File: src/rtl/seq_pkg.sv
package seq_pkg;
  // Lane selector values; the selector value 1 names the first kernel.
  typedef enum logic {
    LANE_SECOND = 1'b0,
    LANE_FIRST  = 1'b1
  } lane_sel_e;

  localparam int unsigned NUM_LANES = 2;
endpackage

File: src/rtl/seq_rst_sync.sv
module seq_rst_sync #(
  parameter int unsigned STAGES = 2
) (
  input  logic clk,
  input  logic arst_n,
  output logic rst_n_o
);
  logic [STAGES-1:0] sync_q;
  logic [STAGES-1:0] sync_d;

  always_comb begin
    sync_d = {sync_q[STAGES-2:0], 1'b1};
  end

  always_ff @(posedge clk or negedge arst_n) begin
    if (!arst_n) sync_q <= '0;
    else         sync_q <= sync_d;
  end

  assign rst_n_o = sync_q[STAGES-1];
endmodule

File: src/rtl/seq_loop_head.sv
// Entry node, loop head (OR of predicators plus bound test) and exit node.
module seq_loop_head #(
  parameter int unsigned ITER_COUNT = 10,
  parameter int unsigned CNT_W      = 4
) (
  input  logic             clk,
  input  logic             rst_n,
  input  logic             run_req,
  input  logic             p_tail_i,
  input  logic [CNT_W-1:0] cnt_i,
  output logic             p_go_o,
  output logic             all_done_o
);
  logic p_entry_q, p_entry_d;
  logic p_go_q,    p_go_d;
  logic p_exit_q,  p_exit_d;
  logic done_q,    done_d;
  logic p_head;
  logic more_iter;

  always_comb begin
    p_head    = p_entry_q | p_tail_i;
    more_iter = (cnt_i < CNT_W'(ITER_COUNT));
    p_entry_d = run_req;
    p_go_d    = !run_req && p_head &&  more_iter;
    p_exit_d  = !run_req && p_head && !more_iter;
    done_d    = done_q;
    if (run_req)       done_d = 1'b0;
    else if (p_exit_q) done_d = 1'b1;
  end

  always_ff @(posedge clk or negedge rst_n) begin
    if (!rst_n) begin
      p_entry_q <= 1'b0;
      p_go_q    <= 1'b0;
      p_exit_q  <= 1'b0;
      done_q    <= 1'b0;
    end else begin
      p_entry_q <= p_entry_d;
      p_go_q    <= p_go_d;
      p_exit_q  <= p_exit_d;
      done_q    <= done_d;
    end
  end

  assign p_go_o     = p_go_q;
  assign all_done_o = done_q;

  AST_DONE_HOLD: assert property (@(posedge clk) disable iff (!rst_n)
    (done_q && !run_req) |=> done_q);
  AST_DONE_CLEAR: assert property (@(posedge clk) disable iff (!rst_n)
    run_req |=> !done_q);
endmodule

File: src/rtl/seq_dispatch.sv
// Dispatch node: issues the start pulse to the selected lane and tracks the run.
module seq_dispatch
  import seq_pkg::*;
(
  input  logic                 clk,
  input  logic                 rst_n,
  input  logic                 run_req,
  input  logic                 p_go_i,
  input  lane_sel_e            sel_i,
  input  logic [NUM_LANES-1:0] kdone_i,
  output logic [NUM_LANES-1:0] kick_o,
  output logic                 tail_fire_o
);
  logic [NUM_LANES-1:0] lane_hit;
  logic [NUM_LANES-1:0] kick_q, kick_d;
  logic                 busy_q, busy_d;
  logic                 done_pick;

  for (genvar g = 0; g < NUM_LANES; g++) begin : g_lane
    if (g == 0) begin : g_first
      assign lane_hit[g] = (sel_i == LANE_FIRST);
    end else begin : g_second
      assign lane_hit[g] = (sel_i == LANE_SECOND);
    end
    assign kick_d[g] = !run_req && p_go_i && lane_hit[g];
  end

  always_comb begin
    done_pick   = |(kdone_i & lane_hit);
    tail_fire_o = busy_q && done_pick && !run_req;
    busy_d      = busy_q;
    if (run_req)          busy_d = 1'b0;
    else if (p_go_i)      busy_d = 1'b1;
    else if (tail_fire_o) busy_d = 1'b0;
  end

  always_ff @(posedge clk or negedge rst_n) begin
    if (!rst_n) begin
      kick_q <= '0;
      busy_q <= 1'b0;
    end else begin
      kick_q <= kick_d;
      busy_q <= busy_d;
    end
  end

  assign kick_o = kick_q;

  AST_ONE_KICK: assert property (@(posedge clk) disable iff (!rst_n)
    $onehot0(kick_q));
  AST_KICK_PULSE: assert property (@(posedge clk) disable iff (!rst_n)
    (kick_q != '0) |=> (kick_q == '0));
endmodule

File: src/rtl/seq_tail.sv
// Loop tail: holds selector and counter, fires on the running kernel's completion.
module seq_tail
  import seq_pkg::*;
#(
  parameter int unsigned ITER_COUNT = 10,
  parameter int unsigned CNT_W      = 4,
  parameter lane_sel_e   FLAG_INIT  = LANE_FIRST
) (
  input  logic             clk,
  input  logic             rst_n,
  input  logic             run_req,
  input  logic             tail_fire_i,
  output lane_sel_e        sel_o,
  output logic [CNT_W-1:0] cnt_o,
  output logic             p_tail_o
);
  lane_sel_e        sel_q, sel_d;
  logic [CNT_W-1:0] cnt_q, cnt_d;
  logic             p_tail_q, p_tail_d;

  always_comb begin
    sel_d    = sel_q;
    cnt_d    = cnt_q;
    p_tail_d = 1'b0;
    if (run_req) begin
      sel_d = FLAG_INIT;
      cnt_d = '0;
    end else if (tail_fire_i) begin
      sel_d    = lane_sel_e'(sel_q ^ 1'b1);
      cnt_d    = cnt_q + CNT_W'(1);
      p_tail_d = 1'b1;
    end
  end

  always_ff @(posedge clk or negedge rst_n) begin
    if (!rst_n) begin
      sel_q    <= FLAG_INIT;
      cnt_q    <= '0;
      p_tail_q <= 1'b0;
    end else begin
      sel_q    <= sel_d;
      cnt_q    <= cnt_d;
      p_tail_q <= p_tail_d;
    end
  end

  assign sel_o    = sel_q;
  assign cnt_o    = cnt_q;
  assign p_tail_o = p_tail_q;

  AST_NO_OVERFLOW: assert property (@(posedge clk) disable iff (!rst_n)
    cnt_q <= CNT_W'(ITER_COUNT));
  AST_SEL_FLIP: assert property (@(posedge clk) disable iff (!rst_n)
    p_tail_q |-> (sel_q != $past(sel_q)));
endmodule

File: src/rtl/alt_kernel_seq.sv
module alt_kernel_seq
  import seq_pkg::*;
#(
  parameter int unsigned ITER_COUNT = 10,
  parameter int unsigned SYNC_STAGES = 2,
  parameter lane_sel_e   FLAG_INIT  = LANE_FIRST
) (
  input  logic clk,
  input  logic rst_n,
  input  logic run_req,
  input  logic fin_first,
  input  logic fin_second,
  output logic kick_first,
  output logic kick_second,
  output logic all_done
);
  localparam int unsigned CNT_W = $clog2(ITER_COUNT + 1);

  logic                 rst_n_s;
  logic                 p_go;
  logic                 p_tail;
  logic                 tail_fire;
  logic [CNT_W-1:0]     cnt;
  lane_sel_e            sel;
  logic [NUM_LANES-1:0] kick;
  logic [NUM_LANES-1:0] kdone;

  assign kdone = {fin_second, fin_first};

  seq_rst_sync #(.STAGES(SYNC_STAGES)) u_rst_sync (
    .clk     (clk),
    .arst_n  (rst_n),
    .rst_n_o (rst_n_s)
  );

  seq_loop_head #(.ITER_COUNT(ITER_COUNT), .CNT_W(CNT_W)) u_head (
    .clk        (clk),
    .rst_n      (rst_n_s),
    .run_req    (run_req),
    .p_tail_i   (p_tail),
    .cnt_i      (cnt),
    .p_go_o     (p_go),
    .all_done_o (all_done)
  );

  seq_dispatch u_dispatch (
    .clk         (clk),
    .rst_n       (rst_n_s),
    .run_req     (run_req),
    .p_go_i      (p_go),
    .sel_i       (sel),
    .kdone_i     (kdone),
    .kick_o      (kick),
    .tail_fire_o (tail_fire)
  );

  seq_tail #(.ITER_COUNT(ITER_COUNT), .CNT_W(CNT_W), .FLAG_INIT(FLAG_INIT)) u_tail (
    .clk         (clk),
    .rst_n       (rst_n_s),
    .run_req     (run_req),
    .tail_fire_i (tail_fire),
    .sel_o       (sel),
    .cnt_o       (cnt),
    .p_tail_o    (p_tail)
  );

  assign kick_first  = kick[0];
  assign kick_second = kick[1];

  AST_FIN_QUIET: assert property (@(posedge clk) disable iff (!rst_n_s)
    all_done |-> (kick == '0));
endmodule

File: config.mk
export PLATFORM = sky130hd
export DESIGN_NAME = alt_kernel_seq
export DESIGN_NICKNAME = d
export VERILOG_FILES = /design/src/rtl/seq_pkg.sv /design/src/rtl/seq_rst_sync.sv /design/src/rtl/seq_loop_head.sv /design/src/rtl/seq_dispatch.sv /design/src/rtl/seq_tail.sv /design/src/rtl/alt_kernel_seq.sv
export SDC_FILE = /design/constraint.sdc
export NUM_CORES = 1
export LEC_CHECK = 0
export ABC_CLOCK_PERIOD_IN_PS = 800
export CAP_MARGIN = 20
export CORE_AREA = 8 8 45 47
export CTS_BUF_LIST = sky130_fd_sc_hd__clkbuf_8 sky130_fd_sc_hd__clkbuf_16
export CTS_CLUSTER_SIZE = 12
export DETAILED_ROUTE_END_ITERATION = 10
export DIE_AREA = 0 0 53 55
export PLACE_DENSITY_LB_ADDON = 0.25
export SYNTH_ARGS = -nofsm -noshare
export SYNTH_HDL_FRONTEND = slang
export SYNTH_SLANG_ARGS = --single-unit
File: constraint.sdc
create_clock -name clk -period 0.8 [get_ports clk]
set_input_delay 0.12 -clock clk [delete_from_list [all_inputs] [get_ports clk]]
set_output_delay 0.12 -clock clk [all_outputs]
set_load 0.1 [all_outputs]
== After elaboration in Yosys (flattened, before gate mapping) ==
Cells that the tools add are included.

* Register bits: 15
* Input bits: 5

* Multiplexer cells: 11
* Add/subtract/negate cells: 1
* Reduce and logical (&&, ||, !) cells: 14
* Magnitude comparators: 1
* Bitwise gates (word level): 3

{| class="wikitable"
|+ Operator list
! kind !! number
|-
| two-way mux 1 bit || 9
|-
| logical AND 1 bit || 8
|-
| two-way mux 4 bit || 2
|-
| adder 4 x 1 -> 4 bit (second input constant) || 1
|-
| < comparator 4 bit (second input constant) || 1
|-
| nonzero test 2 bit || 2
|-
| nonzero test 3 bit || 1
|-
| AND 2 bit || 1
|-
| zero test 1 bit || 2
|-
| OR reduction 2 bit || 1
|-
| NOT 1 bit || 1
|-
| bitwise OR 1 bit || 1
|}

== Logic depth before layout (Yosys ltp) ==
Gate-level depths: netlist (run 1).

* Depth in word-level cells: 8
* Mapped depth: 4

== Modules after synthesis ==
A second synthesis (run 1) with hierarchy kept.

* Cells, all modules: 46
* Area, all modules: 615.6 um2

{| class="wikitable"
|+ By module, submodules not included
! module !! area an instance (um2) !! instances !! cells an instance
|-
| seq_tail || 291.5 || 1 || 22
|-
| seq_dispatch || 136.4 || 1 || 11
|-
| seq_loop_head || 133.9 || 1 || 10
|-
| seq_rst_sync || 53.8 || 1 || 3
|}

== Least setup slack after synthesis (run 1) ==
No wires, ideal clock.

* Path type: reg2reg
* Start point: register u_tail.sel_q (netlist: u_tail.sel_o)
* End point: register u_tail.cnt_q[0] (netlist: u_tail.cnt_o[0])
* Setup slack: -0.576 ns
* Cell stages (with the launch flop): 4
* Setup time: 0.125 ns
* Arrival: 1.251 ns
* Path buffers: 0
* Path through: dfstp_2 mux2i_1 nor2b_2 mux2_2

* Longest elaborated chain between the ends: 6

{| class="wikitable"
|+ RTL lines
! element !! line !! source
|-
| start, declared || seq_tail.sv:17 || <nowiki>lane_sel_e sel_q, sel_d;</nowiki>
|-
| start signal, assigned || seq_tail.sv:41 || <nowiki>sel_q <= sel_d;</nowiki>
|-
| NOT 1 bit || seq_dispatch.sv:23 || <nowiki>assign lane_hit[g] = (sel_i == LANE_SECOND);</nowiki>
|-
| AND 2 bit * || seq_dispatch.sv:29 || <nowiki>done_pick = |(kdone_i & lane_hit);</nowiki>
|-
| OR reduction 2 bit * || seq_dispatch.sv:29 ||
|-
| logical AND 1 bit * (2 in series) || seq_dispatch.sv:30 || <nowiki>tail_fire_o = busy_q && done_pick && !run_req;</nowiki>
|-
| nonzero test 2 bit (no line) * || n/a ||
|-
| end signal, assigned || seq_tail.sv:42 || <nowiki>cnt_q <= cnt_d;</nowiki>
|-
| end, declared || seq_tail.sv:18 || <nowiki>logic [CNT_W-1:0] cnt_q, cnt_d;</nowiki>
|}

Mark *: on every way between the ends. The rest lies on a longest branch, timed or not.
A chain may end at the register's enable or synchronous reset.

== Worst setup path after layout (run 1) ==
Ends and elaborated chain as after synthesis.

==> out/metrics.cfg, run 1 <==
[cells_and_area]
layout_commonest_cell=dfrtp_1
multi_input_area_um2=224
seqCellArea_um2=383
final_nets=77
layoutNonFillerInstCount=86
layout_common_cells=11 x dfrtp_1, 10 x buf_4, 5 x nor2_1
antenna-diode-count=0
synthToLayoutAreaGrowth_pct=49.5
fill_cells=112
drive_above_1_share=0.429

[floorplan]
core_region_area_um2=1380
chipHeight_um=55
start_util=0.420
die_w_um=53
ios=8
die_area_um2=2920
row_count=14

[route]
top_layer_used=met4
first_iter_violations=8
drtPass1Iterations=4
dr_wl_met3_um=62
vias=419
finalWirelength_um=1100
drc=0
via_per_inst=4.87
wl_per_cell_um=12.7
ant_nets=0
m1WireLength_um=451
wl_met2_um=573

[synthesis]
avgSynthCellArea_um2=12.1
synthesis.area_um2=582
synthCells=48
synth_edf_count=0
ys_types=21
synth_flop_cell=dfrtp_1
ys_warn_count=0
async_reset_ff_frac=1.00
synth_seq_cells=15
synth_nets=54
ys_seq_area_frac=0.647

[sta]
setup-violations-final=12
slew_violations=0
setup_ws_ns=-0.509
period_needed_ns=1.31
clock-skew-final_ns=0.00132
finalCritPeriodShare=1.64
max_freq_ghz=0.764
setup_tns_ns=-4.21
rsz0062_at_grt=yes
finalHoldViolations=0

[clock_tree]
htreeDepth=1
path_clk_slew_ns=0.06
ctsRootBufferMaster=clkbuf_8
cts_num_sinks=15
clockBufferDepth=2
clk_latency_ns=0.24
cts_tree=yes
cts_buffers=3

[worst_setup_path]
worstPathRequired_ns=0.93
cp-start-kind=register
crit_arrival_ns=1.44
critical_path_class=reg2reg
cp-startpoint=u_tail.sel_o
cp-end-kind=register
crit_fanout=5
reg2reg_from=u_tail.sel_o

[global_routing]
gr-total-overflow=0
grt_first_pass_wirelength_um=1810
grtUsageTotal=0.0879
antenna_found_initial=0
grt_max_degree=14
first_global_vias=420

[worst_hold_path]
hold_class=in2async

[placement]
port_buffers=7
gp_congestion=0.729
place_inst=79

[job]
maxCapViolCount=0

[pwr]
ir_drop_mv=1.33
power_leakage_nw=0.391
cellPowerDensity_nw_per_um2=1800

[outcome]
outcome=finished, violations left
violations=setup timing

## cell usage after synthesis, drive strengths merged, types with 2 or more instances
master	count	area share
dfrtp	14	0.60
nor2	5	0.032
a21oi	4	0.034
nor2b	4	0.047
o21ai	3	0.026
mux2i	2	0.034
nand2b	2	0.022
or3	2	0.022
## layer usage
layer  vias up  track usage
li1        207            -
met1       200       0.0927
met2        10        0.146
met3         2       0.0348
met4         0       0.0517
met5         -            0
## cells by family (layout without fill, tap and decap cells)
group | after synthesis | count (layout) | share of synthesized area
AOI/OAI and AO/OA | 9 | 9 | 0.0839
adders and majority gates | 1 | 1 | 0.0215
buffers and inverters | 1 | 23 | 0.00645
DFF | 15 | 15 | 0.647
muxes | 3 | 3 | 0.0538
other | 1 | 1 | 0.00645
and+or+nand+nor | 18 | 18 | 0.181
## metrics by stage
step | utilization | area, um^2 | worst slack (ns) | hold WS, ns | total power [mW]
after floorplan | - | 603 | -0.494 | -0.176 | 0.887
after global placement | 0.569 | 787 | -0.539 | 0.166 | 0.963
after detailed placement | 0.569 | 787 | -0.567 | 0.167 | 0.966
after CTS | 0.620 | 858 | -0.498 | 0.0399 | 1.57
after global routing | 0.628 | 870 | -0.556 | 0.0341 | 1.64
final | 0.628 | 870 | -0.509 | 0.0399 | 1.56
## worst paths after layout
kind                                              to  slack, ns  depth (start not counted)
worst max-delay path                 u_tail.cnt_o[0]      -0.51                          3
worst min-delay path            u_rst_sync.sync_q[0]       0.04                          1
worst max register to register       u_tail.cnt_o[0]      -0.51                          3
worst min register to register     u_head.all_done_o       0.16                          1
max in group asynchronous               u_tail.sel_o       0.41                          1
min in group clk                u_rst_sync.sync_q[1]       0.37                          0
## sequential cells by signal (all words and copies together) (netlist names)
signal             flops
u_tail.p_tail_o        1
u_tail.sel_o           1
u_head.all_done_o      1
u_head.p_exit_q        1
u_rst_sync.sync_q      2
u_tail.cnt_o           4
u_dispatch.busy_q      1
u_head.p_go_o          1
u_dispatch.kick_o      2
u_head.p_entry_q       1
## critical path: stages, from the launching register on
cell     delay, ns
dfstp_2       0.57
mux2i_4       0.29
nor2b_2       0.08
mux2_2        0.27
## report_power, final
part	internal [mW]	switching, mW
Clock	0.344	0.254
Sequential	0.784	0.0164
Combinational	0.0878	0.0780
## area by class of cell
cell class                 count  area share
clock buffer                   3      0.0475
clock inverter                 1     0.00576
multi-input combinational     32       0.258
sequential                    15       0.440
tap                           16      0.0230
timing repair buffer          19       0.226
## repair_timing
action / CTS / global route
pin swaps: 3 / 1
hold buffers: 0 / 0
gates resized for setup: 6 / 1
setup endpoints to repair: 15 / 13
buffers inserted: 2 / 1
No activity file was read; power rests on OpenSTA's default activity.
==> run 2: changes to the inputs <==
GPL_TIMING_DRIVEN = 1   (was default)
==> results of run 2 <==
Same layout as run 1: the final DEF is identical, and so are final timing and power.
